**config.mk**
```make
export PLATFORM = sky130hd
export DESIGN_NAME = fastcall_unit
export DESIGN_NICKNAME = d
export VERILOG_FILES = /design/src/rtl/fc_pkg.sv /design/src/rtl/fc_req_decode.sv /design/src/rtl/fc_entry_path.sv /design/src/rtl/fc_return_path.sv /design/src/rtl/fastcall_unit.sv
export SDC_FILE = /design/constraint.sdc
export NUM_CORES = 1
export LEC_CHECK = 0
export BUFFER_PORTS_ARGS = -buffer_cell sky130_fd_sc_hd__buf_2
export CORE_AREA = 2 2 289 291
export DETAILED_ROUTE_END_ITERATION = 8
export DIE_AREA = 0 0 291 293
export SYNTH_ARGS = -nofsm -noshare
export SYNTH_HDL_FRONTEND = slang
export SYNTH_SLANG_ARGS = --single-unit
```
**constraint.sdc**
```tcl
create_clock -name clk -period 7.69 [get_ports clk]
set_clock_uncertainty 0.05 [all_clocks]
set_input_delay 1.1535 -clock clk [delete_from_list [all_inputs] [get_ports clk]]
set_output_delay 1.1535 -clock clk [all_outputs]
set_load 0.05 [all_outputs]
```
**src/rtl/fc_pkg.sv**
```systemverilog
package fc_pkg;
   parameter int XLEN = 64;
   parameter int SELW = 16;
   parameter int PRVW = 2;

   typedef struct packed {
      logic [XLEN-1:0] pc;
      logic [XLEN-1:0] flags;
      logic [SELW-1:0] csel;
      logic [SELW-1:0] ssel;
      logic [PRVW-1:0] priv;
   } arch_state_t;
endpackage

```
**src/rtl/fc_req_decode.sv**
```systemverilog
module fc_req_decode #(
   parameter int PRVW = fc_pkg::PRVW
) (
   input  logic            call_req,
   input  logic            ret_req,
   input  logic [PRVW-1:0] cur_priv,
   output logic            go_call,
   output logic            go_ret,
   output logic            go_fault,
   output logic            go_ill
);
   logic priv_is_kernel;

   always_comb begin
      priv_is_kernel = (cur_priv == '0);
      go_ill   = call_req & ret_req;
      go_call  = call_req & ~ret_req;
      go_ret   = ret_req & ~call_req & priv_is_kernel;
      go_fault = ret_req & ~call_req & ~priv_is_kernel;
   end
endmodule

```
**src/rtl/fc_entry_path.sv**
```systemverilog
module fc_entry_path
   import fc_pkg::*;
#(
   parameter int ILEN     = 2,
   parameter int KSEL_LSB = 32,
   parameter int KSTK_OFS = 8
) (
   input  logic [XLEN-1:0] cur_pc,
   input  logic [XLEN-1:0] cur_flags,
   input  logic [XLEN-1:0] sel_cfg,
   input  logic [XLEN-1:0] entry_cfg,
   input  logic [XLEN-1:0] flag_mask,
   output arch_state_t     nxt,
   output logic [XLEN-1:0] ret_addr,
   output logic [XLEN-1:0] save_flags
);
   localparam logic [XLEN-1:0] ILEN_V = XLEN'(ILEN);
   localparam logic [SELW-1:0] KOFS_V = SELW'(KSTK_OFS);

   logic [XLEN-1:0] masked;
   logic [SELW-1:0] kcs;

   generate
      for (genvar b = 0; b < XLEN; b++) begin : g_mask
         assign masked[b] = cur_flags[b] & ~flag_mask[b];
      end
   endgenerate

   assign kcs        = sel_cfg[KSEL_LSB +: SELW];
   assign ret_addr   = cur_pc + ILEN_V;
   assign save_flags = cur_flags;

   always_comb begin
      nxt.pc    = entry_cfg;
      nxt.flags = masked;
      nxt.csel  = kcs;
      nxt.ssel  = kcs + KOFS_V;
      nxt.priv  = '0;
   end
endmodule

```
**src/rtl/fc_return_path.sv**
```systemverilog
module fc_return_path
   import fc_pkg::*;
#(
   parameter int USEL_LSB = 48,
   parameter int UCS_OFS  = 16,
   parameter int USS_OFS  = 8,
   parameter int USER_PRV = 3
) (
   input  logic [XLEN-1:0] sel_cfg,
   input  logic [XLEN-1:0] ret_addr_in,
   input  logic [XLEN-1:0] saved_flags_in,
   output arch_state_t     nxt
);
   localparam logic [SELW-1:0] UCS_V = SELW'(UCS_OFS);
   localparam logic [SELW-1:0] USS_V = SELW'(USS_OFS);

   logic [SELW-1:0] base;
   assign base = sel_cfg[USEL_LSB +: SELW];

   always_comb begin
      nxt.pc    = ret_addr_in;
      nxt.flags = saved_flags_in;
      nxt.csel  = base + UCS_V;
      nxt.ssel  = base + USS_V;
      nxt.priv  = PRVW'(USER_PRV);
   end
endmodule

```
**src/rtl/fastcall_unit.sv**
```systemverilog
module fastcall_unit
   import fc_pkg::*;
#(
   parameter int ILEN     = 2,
   parameter int KSEL_LSB = 32,
   parameter int USEL_LSB = 48,
   parameter int KSTK_OFS = 8,
   parameter int UCS_OFS  = 16,
   parameter int USS_OFS  = 8,
   parameter int USER_PRV = 3
) (
   input  logic            clk,
   input  logic            rst_n,
   input  logic            call_req,
   input  logic            ret_req,
   input  logic [63:0]     cur_pc,
   input  logic [63:0]     cur_flags,
   input  logic [1:0]      cur_priv,
   input  logic [63:0]     sel_cfg,
   input  logic [63:0]     entry_cfg,
   input  logic [63:0]     flag_mask,
   input  logic [63:0]     ret_addr_in,
   input  logic [63:0]     saved_flags_in,
   output logic [63:0]     pc_q,
   output logic [63:0]     flags_q,
   output logic [15:0]     code_sel,
   output logic [15:0]     stack_sel,
   output logic [1:0]      priv_q,
   output logic            wb_ret_en,
   output logic [63:0]     wb_ret_data,
   output logic            wb_flg_en,
   output logic [63:0]     wb_flg_data,
   output logic            done,
   output logic            gp_fault,
   output logic            illegal
);
   generate
      if (XLEN != 64 || SELW != 16 || PRVW != 2) begin : g_bad_pkg
         $error("fastcall_unit: package widths do not match port widths");
      end
      if (KSEL_LSB + SELW > XLEN || USEL_LSB + SELW > XLEN) begin : g_bad_field
         $error("fastcall_unit: selector field outside config word");
      end
      if (ILEN < 1 || USER_PRV < 1 || USER_PRV >= (1 << PRVW)) begin : g_bad_opt
         $error("fastcall_unit: bad instruction length or user level");
      end
   endgenerate

   logic go_call, go_ret, go_fault, go_ill;
   arch_state_t ent_nxt, ret_nxt, st_q;
   logic [XLEN-1:0] ent_ra, ent_fl;

   fc_req_decode #(.PRVW(PRVW)) u_dec (
      .call_req (call_req),
      .ret_req  (ret_req),
      .cur_priv (cur_priv),
      .go_call  (go_call),
      .go_ret   (go_ret),
      .go_fault (go_fault),
      .go_ill   (go_ill)
   );

   fc_entry_path #(
      .ILEN(ILEN), .KSEL_LSB(KSEL_LSB), .KSTK_OFS(KSTK_OFS)
   ) u_ent (
      .cur_pc     (cur_pc),
      .cur_flags  (cur_flags),
      .sel_cfg    (sel_cfg),
      .entry_cfg  (entry_cfg),
      .flag_mask  (flag_mask),
      .nxt        (ent_nxt),
      .ret_addr   (ent_ra),
      .save_flags (ent_fl)
   );

   fc_return_path #(
      .USEL_LSB(USEL_LSB), .UCS_OFS(UCS_OFS), .USS_OFS(USS_OFS), .USER_PRV(USER_PRV)
   ) u_ret (
      .sel_cfg        (sel_cfg),
      .ret_addr_in    (ret_addr_in),
      .saved_flags_in (saved_flags_in),
      .nxt            (ret_nxt)
   );

   always_ff @(posedge clk) begin
      if (!rst_n) begin
         st_q        <= '{pc: '0, flags: '0, csel: '0, ssel: '0, priv: PRVW'(USER_PRV)};
         wb_ret_en   <= 1'b0;
         wb_flg_en   <= 1'b0;
         wb_ret_data <= '0;
         wb_flg_data <= '0;
         done        <= 1'b0;
         gp_fault    <= 1'b0;
         illegal     <= 1'b0;
      end else begin
         done      <= go_call | go_ret;
         gp_fault  <= go_fault;
         illegal   <= go_ill;
         wb_ret_en <= go_call;
         wb_flg_en <= go_call;
         if (go_call) begin
            st_q        <= ent_nxt;
            wb_ret_data <= ent_ra;
            wb_flg_data <= ent_fl;
         end else if (go_ret) begin
            st_q <= ret_nxt;
         end
      end
   end

   assign pc_q      = st_q.pc;
   assign flags_q   = st_q.flags;
   assign code_sel  = st_q.csel;
   assign stack_sel = st_q.ssel;
   assign priv_q    = st_q.priv;
endmodule

```
==> out/qor.yml <==
finalNetCount: 2840
ys_ff_latch: 290
status: "finished, final reports clean"
antenna_found_initial: 6
clock_latency_ns: 0.55
portBuffers: 716
ys_warn_count: 0
postCtsSetupRepairBufs: 0
core_area_mm2: 0.0818
synth_compound_area_frac: 0.219
maxCapViolCount: 0
synth_common_cells: "nand2_1, dfxtp_1, a21oi_1"
power_switching_mw: 1.44
synth_seq_area_share: 0.431
drtIter0Drc: 901
cts_hold_buf: 0
numCtsBuffers: 37
start_util: 0.165
grt_pass1_vias: 14300
grt_use_total: 0.136
clkTransAtPathRegs_ns: 0.06
clock_sinks: 290
cts.htree.levels: 2
synthCells: 1765
cp_slowest_cell: "or4_1"
worst_slew_pin_slew_ns: 1.06
nFillCells: 9138
route.detailed.drc: 0
regArea_mm2: 0.00581
drive_gt1_frac: 0.332
clockRootBuffer: "clkbuf_16"
async_flop_share: 0
irDropWorstVdd_mv: 0.137
ios: 749
final.period_utilization: 0.497
syn_avg_cell_area_um2: 7.63
worstPathRequired_ns: 8.12
cts_resized: 0
netlist_area_mm2: 0.0135
worstSetupPathType: "input pin to flip-flop"
final.min_clock_period_ns: 3.82
dp_hpwl_mm: 45.9
total_power_mw: 4.39
synthFlopType: "dfxtp_1"
fmax_mhz: 262
multi_input_area_mm2: 0.00683
cp_top_family: "simple AND/OR/NAND/NOR gates"
area_growth_pct: 42.7
muxShareOfSynthArea: 0.0113
tns_ns: 0
synth_simple_gate_area_share: 0.241
maxSlewViolCount: 0
crit_buf_inv: 1
gp_congestion: 0.849
endpoint_kind: "flip-flop"
netSwitchingFraction: 0.329
vias: 15300
cts_tree: "done"
fin_util: 0.235
worst_hold_slack_ns: 0.398
fp.dieH_um: 293
grt_pass1_wl_mm: 89.5
rsz0062_at_grt: "false"
num_rows: 105
critPathMaxStageDelay_ns: 1.09
cp_cell_sequence: "buf_2 > ha_1 > nand4_1 > or4_1 > or4_1 > a31oi_1"
p_clk_frac: 0.418
slew_headroom: 0.294
synth_nets: 2222
critPathLaunch: "cur_pc[1]"
netlist.area_leader.share: 0.431
grt_max_degree: 188
rr_startpoint: "stack_sel[10]"
setup_viol_count_final: 0
firstDrtPassIters: 5
hold_start: "wb_flg_data[9]"
yosys.area.top_type: "dfxtp_1"
synth_edf_count: 0
hold_viol_final: 0
fp.dieW_um: 291
p_comb_frac: 0.206
die_area_mm2: 0.0853
crit_fanout: 25
arrival_ns: 4.25
routed_wl_mm: 61.5
max-clock-path-buffers: 3
synth_area_leaders: "dfxtp_1, nand2_1, a311oi_1"
synth_top_family_by_area: "simple AND/OR/NAND/NOR gates"
ant_nets: 0
synth_adder_area_share: 0.00279
vias_per_cell: 4.39
hp-class: "flip-flop to flip-flop"
pwr-share-seq: 0.376
wl_per_cell_um: 17.7
powerDensity_mw_per_mm2: 228
startpoint_type: "input pin"
synth_xor_area_frac: 0.0312
crit_top_cell: "or4_1"
synthMostInstantiatedCell: "nand2_1"
grt_overflow: 0
synth_cell_type_count: 64
p_int_mw: 2.94
leakagePower_nw: 8.42
==> sequential cells by signal (all words and copies together), names as in the netlist, 13 cells and up <==
name / flops
code_sel: 16
flags_q: 64
pc_q: 64
stack_sel: 13
wb_flg_data: 64
wb_ret_data: 64
==> path summary, 6_finish.rpt <==
kind                            slack [ns]  cells after the start               to
worst max-delay path                  3.87                      6  wb_ret_data[63]
worst min-delay path                  0.40                      2   wb_flg_data[9]
worst max register to register        6.66                      2    stack_sel[10]
worst min register to register        0.40                      2   wb_flg_data[9]
==> cell families after synthesis <==
family | after synthesis
AND/OR/NAND/NOR | 741
XOR/XNOR | 48
flip-flops | 290
buffers and inverters | 221
AO/OA/AOI/OAI | 447
multiplexers | 15
adder cells (fa/ha/maj) | 3
==> cell type report <==
type,instances,area share
Multi-Input combinational cell,1254,0.355
Sequential cell,290,0.302
Timing Repair Buffer,728,0.194
Tap cell,1070,0.0696
Clock buffer,51,0.0552
Inverter,72,0.0144
Clock inverter,15,0.00983
Antenna cell,1,0.000130
==> worst reg2reg max path, stage by stage, from the launching register on <==
cell	delay (ns)
dfxtp_1	0.33
a2111oi_0	0.41
a211oi_1	0.09
==> cells in the final DEF (no fill, tap or decap), types with 3 or more instances in the layout <==
cell	n
buf_4	8
nand3_1	37
o21ai_0	61
dfxtp_1	290
clkinv_2	7
mux2i_1	13
inv_1	71
nor3_1	23
o31ai_1	9
a311oi_1	132
o21a_1	3
buf_12	4
ha_1	3
clkbuf_1	8
clkbuf_8	4
xnor2_1	29
a21oi_1	167
nand2_1	459
or4_1	9
nor2_1	111
nand4b_1	3
nor4_1	15
and3_1	13
xor2_1	19
or3_1	10
and4_1	18
bufinv_16	4
buf_2	716
o211ai_1	5
a31oi_1	19
a211oi_1	27
clkbuf_16	39
nand4_1	26
==> metal layers <==
metal,GRT usage,part of all wire
met5,0,0.0010
met1,0.162,0.40
met2,0.223,0.47
met3,0.0446,0.090
met4,0.0583,0.039
==> power groups by stage <==
stage / logic (mW) / clock network [mW] / registers, mW
2_1_floorplan: 0.243 / 0 / 2.01
3_3_place_gp: 0.904 / 0 / 1.68
3_5_place_dp: 0.907 / 0 / 1.68
4_1_cts: 0.909 / 1.90 / 1.65
5_1_grt: 0.965 / 1.94 / 1.66
6_report: 0.904 / 1.83 / 1.65
==> stage by stage <==
stage	setup WS [ns]	instance area [um^2]	std cells
floorplan	4.04	13500	1765
global placement	3.33	18000	3414
detailed placement	3.30	18000	3414
CTS	3.92	19200	3480
global route	3.73	19200	3481
finish	3.87	19200	3481
Power figures use the tool's default switching activity.
